`config.mk`:
```
export PLATFORM = sky130hd
export DESIGN_NAME = serlink7_tx
export DESIGN_NICKNAME = d
export VERILOG_FILES = /design/src/rtl/serlink7_pkg.sv /design/src/rtl/serlink7_capture.sv /design/src/rtl/serlink7_lock.sv /design/src/rtl/serlink7_shift.sv /design/src/rtl/serlink7_tx.sv
export SDC_FILE = /design/constraint.sdc
export NUM_CORES = 1
export LEC_CHECK = 0
export BUFFER_PORTS_ARGS = -buffer_cell sky130_fd_sc_hd__buf_4
export CORE_UTILIZATION = 36
export CTS_CLUSTER_SIZE = 14
export DETAILED_ROUTE_END_ITERATION = 8
export PLACE_DENSITY = 0.57
export SLEW_MARGIN = 20
export SYNTH_ARGS = -nofsm -noshare
export SYNTH_HDL_FRONTEND = slang
export SYNTH_SLANG_ARGS = --single-unit
```
`constraint.sdc`:
```
create_clock -name clk -period 6.9 [get_ports clk]
set_clock_uncertainty 0.2 [all_clocks]
set_input_delay 1.38 -clock clk [delete_from_list [all_inputs] [get_ports clk]]
set_output_delay 1.38 -clock clk [all_outputs]
set_load 0.02 [all_outputs]
```
`src/rtl/serlink7_pkg.sv`:
```
package serlink7_pkg;
    localparam int WORD_W     = 28;
    localparam int NLANES     = 4;
    localparam int NSLOTS     = 7;
    localparam int CLK_HI     = 4;
    localparam int SLOT_W     = $clog2(NSLOTS);
    localparam int IDX_W      = $clog2(WORD_W);

    typedef logic [WORD_W-1:0] word_t;
    typedef logic [SLOT_W-1:0] slot_t;

    // One bit time of the link: four data lanes plus the forwarded clock
    typedef struct packed {
        logic [NLANES-1:0] data;
        logic              fclk;
    } sym_t;

    // Scramble table, indexed slot*NLANES+lane; order is behaviour
    localparam logic [IDX_W-1:0] SCRAMBLE [NSLOTS*NLANES] = '{
        5'd1,  5'd9,  5'd20, 5'd5,
        5'd0,  5'd8,  5'd19, 5'd27,
        5'd7,  5'd18, 5'd26, 5'd23,
        5'd6,  5'd15, 5'd25, 5'd17,
        5'd4,  5'd14, 5'd24, 5'd16,
        5'd3,  5'd13, 5'd22, 5'd11,
        5'd2,  5'd12, 5'd21, 5'd10
    };

    function automatic logic [IDX_W-1:0] src_bit(slot_t s, int lane);
        int k;
        k = int'(s) * NLANES + lane;
        if (k >= NSLOTS*NLANES) k = 0;
        return SCRAMBLE[k];
    endfunction
endpackage

```
`src/rtl/serlink7_capture.sv`:
```
module serlink7_capture import serlink7_pkg::*; (
    input  logic  clk,
    input  logic  rst,
    input  logic  pix_clk,
    input  logic  edge_sel,
    input  word_t pix_data,
    output logic  cap_evt,
    output word_t cap_word
);
    logic pix_q;

    // rising-edge capture, R2 falling-edge capture
    always_comb begin
        if (edge_sel) cap_evt = pix_q & ~pix_clk;
        else          cap_evt = pix_clk & ~pix_q;
    end

    always_ff @(posedge clk) begin
        if (rst) begin
            pix_q    <= 1'b0;
            cap_word <= '0;
        end else begin
            pix_q <= pix_clk;
            if (cap_evt) cap_word <= pix_data;
        end
    end
endmodule

```
`src/rtl/serlink7_lock.sv`:
```
module serlink7_lock #(
    parameter int LOCK_PIX = 8
) (
    input  logic clk,
    input  logic rst,
    input  logic shutdown,
    input  logic cap_evt,
    output logic locked
);
    localparam int CW = $clog2(LOCK_PIX + 1);
    logic [CW-1:0] cnt;

    // lock interval counted in capture events; R8 restart on shutdown
    always_ff @(posedge clk) begin
        if (rst || shutdown) begin
            cnt    <= '0;
            locked <= 1'b0;
        end else if (cap_evt && !locked) begin
            cnt <= cnt + 1'b1;
            if (cnt == CW'(LOCK_PIX - 1)) locked <= 1'b1;
        end
    end
endmodule

```
`src/rtl/serlink7_shift.sv`:
```
module serlink7_shift import serlink7_pkg::*; (
    input  logic  clk,
    input  logic  rst,
    input  logic  cap_evt,
    input  word_t cap_word,
    output slot_t slot,
    output sym_t  sym
);
    localparam slot_t SLOT_LAST = slot_t'(NSLOTS - 1);
    word_t word_q;

    // the previously captured word is loaded at the next capture edge
    always_ff @(posedge clk) begin
        if (rst) begin
            word_q <= '0;
            slot   <= '0;
        end else if (cap_evt) begin
            word_q <= cap_word;
            slot   <= '0;
        end else begin
            slot <= (slot == SLOT_LAST) ? '0 : slot + 1'b1;
        end
    end

    // one scrambled bit per lane
    for (genvar l = 0; l < NLANES; l++) begin : g_lane
        always_comb sym.data[l] = word_q[src_bit(slot, l)];
    end

    // clock lane high for the first CLK_HI slots
    always_comb sym.fclk = (slot < slot_t'(CLK_HI));
endmodule

```
`src/rtl/serlink7_tx.sv`:
```
module serlink7_tx import serlink7_pkg::*; #(
    parameter int LOCK_PIX = 8
) (
    input  logic              clk,
    input  logic              rst,
    input  logic              pix_clk,
    input  logic              edge_sel,
    input  logic              shutdown,
    input  logic [WORD_W-1:0] pix_data,
    output logic [NLANES-1:0] lane_o,
    output logic              clk_lane_o,
    output logic              tx_valid_o
);
    logic  cap_evt;
    word_t cap_word;
    logic  locked;
    slot_t slot;
    sym_t  sym;

    serlink7_capture u_cap (
        .clk(clk), .rst(rst), .pix_clk(pix_clk), .edge_sel(edge_sel),
        .pix_data(pix_data), .cap_evt(cap_evt), .cap_word(cap_word)
    );

    serlink7_lock #(.LOCK_PIX(LOCK_PIX)) u_lock (
        .clk(clk), .rst(rst), .shutdown(shutdown),
        .cap_evt(cap_evt), .locked(locked)
    );

    serlink7_shift u_shift (
        .clk(clk), .rst(rst), .cap_evt(cap_evt), .cap_word(cap_word),
        .slot(slot), .sym(sym)
    );

    // blank everything unless locked and not shut down
    always_comb begin
        tx_valid_o = locked & ~shutdown;
        lane_o     = sym.data & {NLANES{tx_valid_o}};
        clk_lane_o = sym.fclk & tx_valid_o;
    end
endmodule

```
==> results.toml, run 1 <==
[place]
port_buffers = 38
place_ws_ns = 2.608
gp_congestion = 0.9089
dp_hpwl_um = 5248

[setup_path]
cpPeakStageDelay_ns = 0.85
r2r_slack_ns = 4.94
cp_max_fo = 27
worst_path_most_repeated_cell = "buf_4"
end_kind = "primary output"
crit_slowest_cell = "dfxtp_1"
start_kind = "flop"
cp_num_buf_inv = 3
timing.rr.end = "u_shift.word_q[23]"
cp.required_ns = 5.32
criticalPathCategory = "reg2out"
rr_startpoint = "u_cap.pix_q"
worst_r2r_path_depth = 5
crit_family = "flip-flops"
cp.arrival_ns = 3.08
path_cells = "ha_1 > buf_4 > clkinv_1 > xnor2_1 > and3_1 > a211oi_1 > a311oi_2 > buf_4"

[yosys]
seq_area_frac_synth_pct = 38.49
synth_area_leader_cell = "dfxtp_1"
syn_nets = 484
ys_types = 58
synthCells = 444
synth-seq-cells = 65
synth_ff_type = "dfxtp_1"
synth-edff-count = 0
yosysMostFrequentCell = "nand2_1"
ys_top_cells_by_count = "nand2_1 (127), a21oi_1 (71), dfxtp_1 (65)"
synth_area_sq_um = 3381
postSynthAreaPerCell_sq_um = 7.614
synth_async_sr_flop_share_pct = 0
synth_top_area_share_pct = 38.49
ys_warn_count = 0
synth_area_leaders = "dfxtp_1 (38%), nand2_1 (14%), a21oi_1 (11%)"

[drt]
routedWlPerCell_um = 13.69
vias = 3058
ant_nets = 0
drt-total-wl_um = 7913
first_pass_iters = 4
first_iter_violations = 153
viasPerCell = 5.291
drc = 0

[power_and_ir_drop]
p_sw_mw = 0.2167
p_clk_share_pct = 41.3
seq_power_share_pct = 46.1
p_sw_share_pct = 25.17
peakVddDrop_mv = 0.1247
pwr-share-comb_pct = 12.5
power_density_nw_per_um2 = 221.4
p_leak_nw = 1.448
intPower_mw = 0.6444

[clock_tree]
clk_path_buf_depth = 2
clk_pin_slew_worst_paths_ns = 0.07
post_cts_buffers = 0
numCtsBuffers = 9
cts-hold-fix-buffers = 0
clk_latency_ns = 0.34
cts.repair.resized = 0
root_buffer = "clkbuf_8"
cts_tree = "yes"
cts_max_level = 3
clkSinkCount = 65

[global_routing]
grt_max_degree = 64
grt_pass1_vias = 2817
grt_first_pass_wirelength_um = 13490
antenna_found_initial = 0
grt_usage_pct = 17.30
overflow = 0

[sta]
rsz0062_at_grt = "false"
worst_pin_slew_ns = 0.8088
finalSetupViolCount = 0
setup_ws_ns = 2.245
tns_ns = 0
max_slew_margin_pct = 46.00
min_period_ns = 4.655
slew_violations = 0
period_share_pct = 67.47
hold_viol = 0
max_freq_ghz = 0.2148

[hold_path]
holdPathEnd = "u_cap.cap_word[4]"
min_path_type = "reg2reg"
holdPathStages = 2
hold_start = "u_cap.cap_word[4]"

[die]
floorplan.initialDensity_pct = 38.02
fp.dieW_um = 98.91
core-area_sq_um = 8891
die-area_sq_um = 9782
io_pins = 39
fp.dieH_um = 98.91
row_count = 34

[finish]
fillCellCount = 928
seqCellArea_sq_um = 1301
diodes = 0
fin_nets = 505
utilization_pct = 43.74
multi_input_comb_area_sq_um = 1868
drive_above_1_share_pct = 15.32
area_delta_synth_final_pct = 15.03

[flow_run]
drv_cap = 0

[status]
outcome = "finished, final reports clean"
-- registers in the layout, indices dropped and copies added (netlist names) --
| register | cells |
|---|---|
| u_shift.word_q | 28 |
| u_lock.cnt | 4 |
| u_lock.locked | 1 |
| u_cap.cap_word | 28 |
| u_shift.slot | 3 |
| u_cap.pix_q | 1 |
-- worst max path at each step --
stage / startpoint / end / slack (ns) / cells past startpoint
floorplan: shutdown / lane_o[3] / 3.13 / 4
global placement: u_shift.slot[1] / lane_o[1] / 2.71 / 11
detailed placement: u_shift.slot[1] / lane_o[1] / 2.61 / 11
CTS: u_shift.slot[2] / lane_o[2] / 2.20 / 8
global route: u_shift.slot[1] / lane_o[1] / 1.92 / 11
finish: u_shift.slot[2] / lane_o[2] / 2.24 / 8
-- layout by cell type, fill, tap and decap left out, types with 3 or more instances in the layout --
master,count
a31oi_1,4
nor3_1,7
o21ai_1,3
dfxtp_1,65
nand3_1,5
nand2b_1,3
ha_1,7
nand2_1,127
clkbuf_8,10
buf_4,44
a21oi_1,71
a32oi_1,3
o211ai_1,5
o22ai_1,3
mux2i_1,5
and3_1,4
xnor2_1,5
inv_1,7
o21ai_0,10
nor2b_1,9
nor2_1,15
-- kinds of logic after synthesis --
family	after synthesis	synth area share, %
simple gates	188	25.31
xor+xnor	7	1.814
mux	5	1.480
fa+ha+maj	7	2.591
buf+inv	43	6.699
compound gates	129	23.61
flops	65	38.49
-- cell type report --
class / instances / area share, %
clock buffer: 11 / 3.636
sequential: 65 / 33.46
timing repair buffer: 44 / 8.494
tap: 108 / 3.475
multi-input combinational: 336 / 48.04
clock inverter: 5 / 2.027
inverter: 9 / 0.8687
-- worst min-delay path: cells and delay by family (launching register included) --
| kind | cells | cell delay (ns) |
|---|---|---|
| compound gates | 1 | 0.05 |
| flops | 1 | 0.31 |
| simple gates | 1 | 0.05 |
-- power groups by stage --
stage | sequential [mW] | clock (mW) | combinational [mW]
detailed placement | 0.406 | 0 | 0.108
finish | 0.397 | 0.356 | 0.108
CTS | 0.397 | 0.367 | 0.108
global route | 0.399 | 0.384 | 0.121
global placement | 0.406 | 0 | 0.107
floorplan | 0.404 | 0 | 0.0800
-- layer usage --
| layer | global-route usage (%) | wire [um] | up-vias |
|---|---|---|---|
| met2 | 26.25 | 3568 | 65 |
| met5 | 0 | 0 | - |
| met1 | 23.58 | 3810 | 1409 |
| met3 | 4.113 | 394 | 13 |
| li1 | - | - | 1571 |
| met4 | 6.889 | 140 | 0 |
-- per-stage QoR --
| stage | instances | power (mW) | hold slack, ns | area, sq um |
|---|---|---|---|---|
| finish | 578 | 0.8611 | 0.2520 | 3889 |
| global route | 578 | 0.9044 | 0.2656 | 3889 |
| CTS | 578 | 0.8720 | 0.2528 | 3889 |
| detailed placement | 562 | 0.5140 | 0.2441 | 3669 |
| global placement | 562 | 0.5123 | 0.2401 | 3669 |
| floorplan | 444 | 0.4842 | 0.2274 | 3381 |
(Power assumes the default switching activity.)
==> run 2: changes to the inputs <==
==> constraint.sdc (replaced) <==
create_clock -name clk -period 4.6 [get_ports clk]
set_clock_uncertainty 0.2 [all_clocks]
set_input_delay 0.92 -clock clk [delete_from_list [all_inputs] [get_ports clk]]
set_output_delay 0.92 -clock clk [all_outputs]
set_load 0.02 [all_outputs]
==> run 2 against run 1 <==
Cell area grew 1.6%; largest cell class unchanged; critical path depth is 2 higher; critical path type unchanged; sequential cell count did not move; global-route usage grew 0.31 points; die area stayed put; total power increased by 55%; register-to-register slack got worse by 2.4 ns.
==> results.toml, run 2 (synthesis gave the netlist of run 1 again) <==
[clock_tree]
clkSinkCount = 65
cts_max_level = 3
cts-hold-fix-buffers = 0
post_cts_buffers = 0
numCtsBuffers = 9
root_buffer = "clkbuf_8"
cts.repair.resized = 0
cts_tree = "yes"
clk_latency_ns = 0.34
clk_pin_slew_worst_paths_ns = 0.08
clk_path_buf_depth = 2

[sta]
period_share_pct = 88.88
finalSetupViolCount = 0
min_period_ns = 4.089
slew_violations = 0
max_freq_ghz = 0.2446
max_slew_margin_pct = 53.93
hold_viol = 0
tns_ns = 0
worst_pin_slew_ns = 0.6911
rsz0062_at_grt = "false"

[place]
dp_hpwl_um = 5678
placed_cells = 565
gp_congestion = 0.8918
port_buffers = 38

[finish]
reg_top3 = "u_cap.cap_word x28, u_shift.word_q x28, u_lock.cnt x4"
fillCellCount = 903
drive_above_1_share_pct = 16.07
diodes = 0
final_cell_mix = "nand2_1 (127), a21oi_1 (71), dfxtp_1 (65), buf_4 (46), nor2_1 (15)"
final_common_cell = "nand2_1"
seqCellArea_sq_um = 1301
fin_nets = 508
multi_input_comb_area_sq_um = 1868
area_delta_synth_final_pct = 16.84
stdcell_count = 581

[drt]
ant_nets = 0
first_iter_violations = 199
first_pass_iters = 4
viasPerCell = 5.274
vias = 3064
drc = 0
routedWlPerCell_um = 14.01
drt-total-wl_um = 8138

[power_and_ir_drop]
p_leak_nw = 1.480
power_density_nw_per_um2 = 338.6
peakVddDrop_mv = 0.1507

[hold_path]
hold_start = "u_cap.cap_word[24]"
min_path_type = "reg2reg"

[setup_path]
cp.required_ns = 3.48
crit_path_start = "u_shift.slot[1]"
rr_startpoint = "u_cap.pix_q"
r2r_slack_ns = 2.59
crit_family = "compound AO/OA/AOI/OAI gates"
crit_slowest_cell = "nor2b_1"
path_cells = "ha_1 > inv_1 > ha_1 > buf_4 > nor2b_1 > o21ai_0 > a221oi_1 > o21ai_0 > a31oi_1 > buf_4"
cpPeakStageDelay_ns = 0.46
worst_r2r_path_depth = 5
end_kind = "primary output"
start_kind = "flop"
criticalPathCategory = "reg2out"
cp-endpoint = "lane_o[1]"
timing.rr.end = "u_cap.cap_word[3]"
cp_num_buf_inv = 3
cp.arrival_ns = 2.97
worst-path-stages = 10
cp_max_fo = 15

[die]
fp.dieW_um = 98.91
row_count = 34
core-area_sq_um = 8891
fp.dieH_um = 98.91
die-area_sq_um = 9782
io_pins = 39
floorplan.initialDensity_pct = 38.02

[global_routing]
antenna_found_initial = 0
grt_first_pass_wirelength_um = 13690
overflow = 0
grt_usage_pct = 17.61
grt_pass1_vias = 2840
grt_max_degree = 64

[status]
outcome = "finished, final reports clean"

[flow_run]
drv_cap = 0
-- run 2: cell count changes in the layout (fill, tap and decap cells not counted), sizes merged --
cell,before,now
clkbuf,11,12
clkinv,4,3
buf,44,47
-- run 2: worst min path at each step --
stage	cells after the start	to
after global placement	2	u_cap.cap_word[1]
after detailed placement	2	u_cap.cap_word[6]
after global routing	2	u_shift.word_q[25]
final	2	u_cap.cap_word[24]
after floorplan	2	u_shift.word_q[20]
after CTS	2	u_cap.cap_word[1]
-- run 2: worst reg2reg max path: stages, from the launching register on --
cell,delay [ns]
dfxtp_1,0.33
nand2b_1,0.17
o22a_2,0.59
buf_4,0.40
nand2_1,0.10
a21oi_1,0.14
-- run 2: report_power, final --
| part | switching, mW | internal [mW] | total, mW |
|---|---|---|---|
| clock | 0.224 | 0.350 | 0.573 |
| sequential | 0.0130 | 0.583 | 0.596 |
| combinational | 0.100 | 0.0683 | 0.169 |
-- run 2: area by class of cell --
cell class	instances	area share, %
inverter	9	0.8552
timing repair buffer	47	9.439
clock buffer	12	4.181
clock inverter	4	1.869
tap	108	3.421
sequential	65	32.94
multi-input combinational	336	47.29
-- run 2: metrics by stage --
stage               hold WS, ns  power (mW)  setup WS, ns  instance area [sq um]  utilization, %
floorplan                0.2274      0.7263         1.363                   3381               -
global placement         0.2404      0.7725         1.005                   3684           41.43
detailed placement       0.2445      0.7782        0.9151                   3711           41.74
CTS                      0.2540       1.353        0.5031                   3950           44.43
global route             0.2692       1.404        0.2294                   3950           44.43
finish                   0.2514       1.338        0.5114                   3950           44.43
-- run 2: per-layer routing --
metal | GRT usage (%) | wire length [um] | up-vias
li1 | - | - | 1575
met1 | 23.31 | 3865 | 1414
met2 | 27.65 | 3758 | 60
met3 | 4.043 | 363 | 15
met4 | 7.118 | 150 | 0
met5 | 0 | 0 | -
==> run 3: changes to the inputs <==
--- a/config.mk
+++ b/config.mk
@@ -5,11 +5,12 @@
 export SDC_FILE = /design/constraint.sdc
 export NUM_CORES = 1
 export LEC_CHECK = 0
+export ABC_AREA = 1
 export BUFFER_PORTS_ARGS = -buffer_cell sky130_fd_sc_hd__buf_4
 export CORE_UTILIZATION = 36
 export CTS_CLUSTER_SIZE = 14
 export DETAILED_ROUTE_END_ITERATION = 8
-export PLACE_DENSITY = 0.57
+export PLACE_DENSITY = 0.56
 export SLEW_MARGIN = 20
 export SYNTH_ARGS = -nofsm -noshare
 export SYNTH_HDL_FRONTEND = slang
==> run 3 against run 2 <==
Count of clock-buffer cells in the layout down 3; setup slack worse by 0.055 ns; non-clock buffer count down 6; cell area down 1.7%; highest routed layer unchanged.
==> results.toml, run 3 <==
[power_and_ir_drop]
peakVddDrop_mv = 0.1427
p_leak_nw = 1.712
power_density_nw_per_um2 = 359.8

[sta]
max_slew_margin_pct = 56.04
rsz0062_at_grt = "false"
max_freq_ghz = 0.2413
slew_violations = 0
worst_pin_slew_ns = 0.6584
finalSetupViolCount = 0
min_period_ns = 4.144
tns_ns = 0
period_share_pct = 90.08
hold_viol = 0

[clock_tree]
post_cts_buffers = 0
cts-hold-fix-buffers = 0
cts.repair.resized = 0
numCtsBuffers = 9
cts_max_level = 3
clk_path_buf_depth = 2
clk_latency_ns = 0.34
root_buffer = "clkbuf_8"
clkSinkCount = 65
clk_pin_slew_worst_paths_ns = 0.07
cts_tree = "yes"

[setup_path]
start_kind = "flop"
cp.arrival_ns = 3.02
end_kind = "primary output"
cp_max_fo = 11
cp.required_ns = 3.48
criticalPathCategory = "reg2out"

[finish]
area_delta_synth_final_pct = 15.06
stdcell_count = 630
final_common_cell = "nor2_1"
fin_nets = 558
diodes = 0
reg_top3 = "u_cap.cap_word x28, u_shift.word_q x28, u_lock.cnt x4"
final_cell_mix = "nor2_1 (112), nand2_1 (67), o21ai_0 (65), dfxtp_1 (65), buf_4 (41)"
drive_above_1_share_pct = 16.86

[yosys]
yosysMostFrequentCell = "nor2_1"
synth_area_sq_um = 3373
synth-edff-count = 0
synth-seq-cells = 65
synth_area_leader_cell = "dfxtp_1"
synth_ff_type = "dfxtp_1"
postSynthAreaPerCell_sq_um = 6.870
ys_warn_count = 0
synthCells = 491
synth_async_sr_flop_share_pct = 0
syn_nets = 531
ys_top_cells_by_count = "nor2_1 (112), nand2_1 (67), dfxtp_1 (65), o21ai_0 (65), nand3_1 (36)"
ys_types = 36
synth_top_area_share_pct = 38.58
seq_area_frac_synth_pct = 38.58
synth_area_leaders = "dfxtp_1 (39%), nor2_1 (12%), o21ai_0 (9.6%)"

[place]
port_buffers = 38
placed_cells = 615
dp_hpwl_um = 5836
gp_congestion = 0.9032

[die]
die-area_sq_um = 9761
io_pins = 39
row_count = 34
core-area_sq_um = 8891
floorplan.initialDensity_pct = 37.94
fp.dieW_um = 98.80
fp.dieH_um = 98.80

[global_routing]
overflow = 0
grt_max_degree = 53
grt_pass1_vias = 2861
antenna_found_initial = 0
grt_first_pass_wirelength_um = 13830
grt_usage_pct = 17.76

[drt]
vias = 3156
routedWlPerCell_um = 12.99
viasPerCell = 5.010
first_pass_iters = 4
drc = 0
drt-total-wl_um = 8185
first_iter_violations = 185
ant_nets = 0

[flow_run]
drv_cap = 0

[status]
outcome = "finished, final reports clean"

[hold_path]
min_path_type = "reg2reg"
==> run 3: cell types whose count changed after synthesis, moves of 15 or more <==
cell and delta:
o21ai_0 +55, nand2_1 -60, o21ai_1 +15, a21oi_1 -48, nor2_1 +97, nand3_1 +31, inv_1 +19
==> run 3: per-layer routing <==
layer | vias to the layer above | wire, um | GRT usage (%)
met5 | - | 0 | 0
met2 | 66 | 3574 | 26.73
met4 | 0 | 63 | 4.478
met3 | 4 | 355 | 4.184
met1 | 1419 | 4191 | 25.43
li1 | 1667 | - | -
==> run 3: per-stage QoR <==
step                      utilization (%)  hold WS, ns  setup WS [ns]  power [mW]  instance area [sq um]
after floorplan                         -       0.2448          1.535      0.8328                   3373
after global placement              41.32       0.2650         0.9079      0.8984                   3674
after detailed placement            41.32       0.2629         0.8356      0.8982                   3674
after CTS                           43.65       0.2817         0.4590       1.409                   3881
after global routing                43.65       0.3110         0.1996       1.479                   3881
final                               43.65       0.2817         0.4563       1.396                   3881
==> run 3: final timing paths <==
| kind | from | end | slack [ns] | cells after the start |
|---|---|---|---|---|
| hold reg to reg | u_cap.cap_word[4] | u_shift.word_q[4] | 0.28 | 2 |
| hold / removal | u_cap.cap_word[4] | u_shift.word_q[4] | 0.28 | 2 |
| setup reg to reg | u_cap.pix_q | u_shift.word_q[5] | 2.21 | 7 |
| setup / recovery | u_shift.slot[1] | lane_o[1] | 0.46 | 13 |
==> run 3: area by class of cell <==
| type | count | area (sq um) |
|---|---|---|
| sequential | 65 | 1301 |
| multi-input combinational | 367 | 1797 |
| clock inverter | 6 | 83.83 |
| timing repair buffer | 41 | 307.8 |
| fill | 922 | 5010 |
| inverter | 34 | 132.6 |
| tap | 108 | 135.1 |
| clock buffer | 9 | 123.9 |
==> run 3: power breakdown <==
part / leakage, nW / total [mW] / switching [mW] / internal, mW
Combinational: 1.07 / 0.251 / 0.158 / 0.0928
Clock: 0.109 / 0.508 / 0.208 / 0.300
Sequential: 0.535 / 0.638 / 0.0338 / 0.604
Total: 1.71 / 1.40 / 0.400 / 0.996
==> run 3: worst max-delay path, cell delays in order (launching register included) <==
cell     delay (ns)
dfxtp_1        0.61
ha_1           0.28
inv_1          0.07
ha_1           0.35
inv_1          0.27
nand3_2        0.15
nand2_1        0.21
nand2_1        0.09
nand3_1        0.08
nand3_1        0.08
nand3_1        0.10
nand2_1        0.06
a21oi_2        0.16
buf_4          0.16
==> run 3: cells by family (layout without fill, tap and decap cells) <==
logic type                 count (synthesis)  count (layout)  synth area share, %
AOI/OAI and AO/OA                        121             121                19.14
and+or+nand+nor                          239             239                31.53
adders and majority gates                  7               7                2.596
DFF                                       65              65                38.58
buffers and inverters                     59              90                8.160
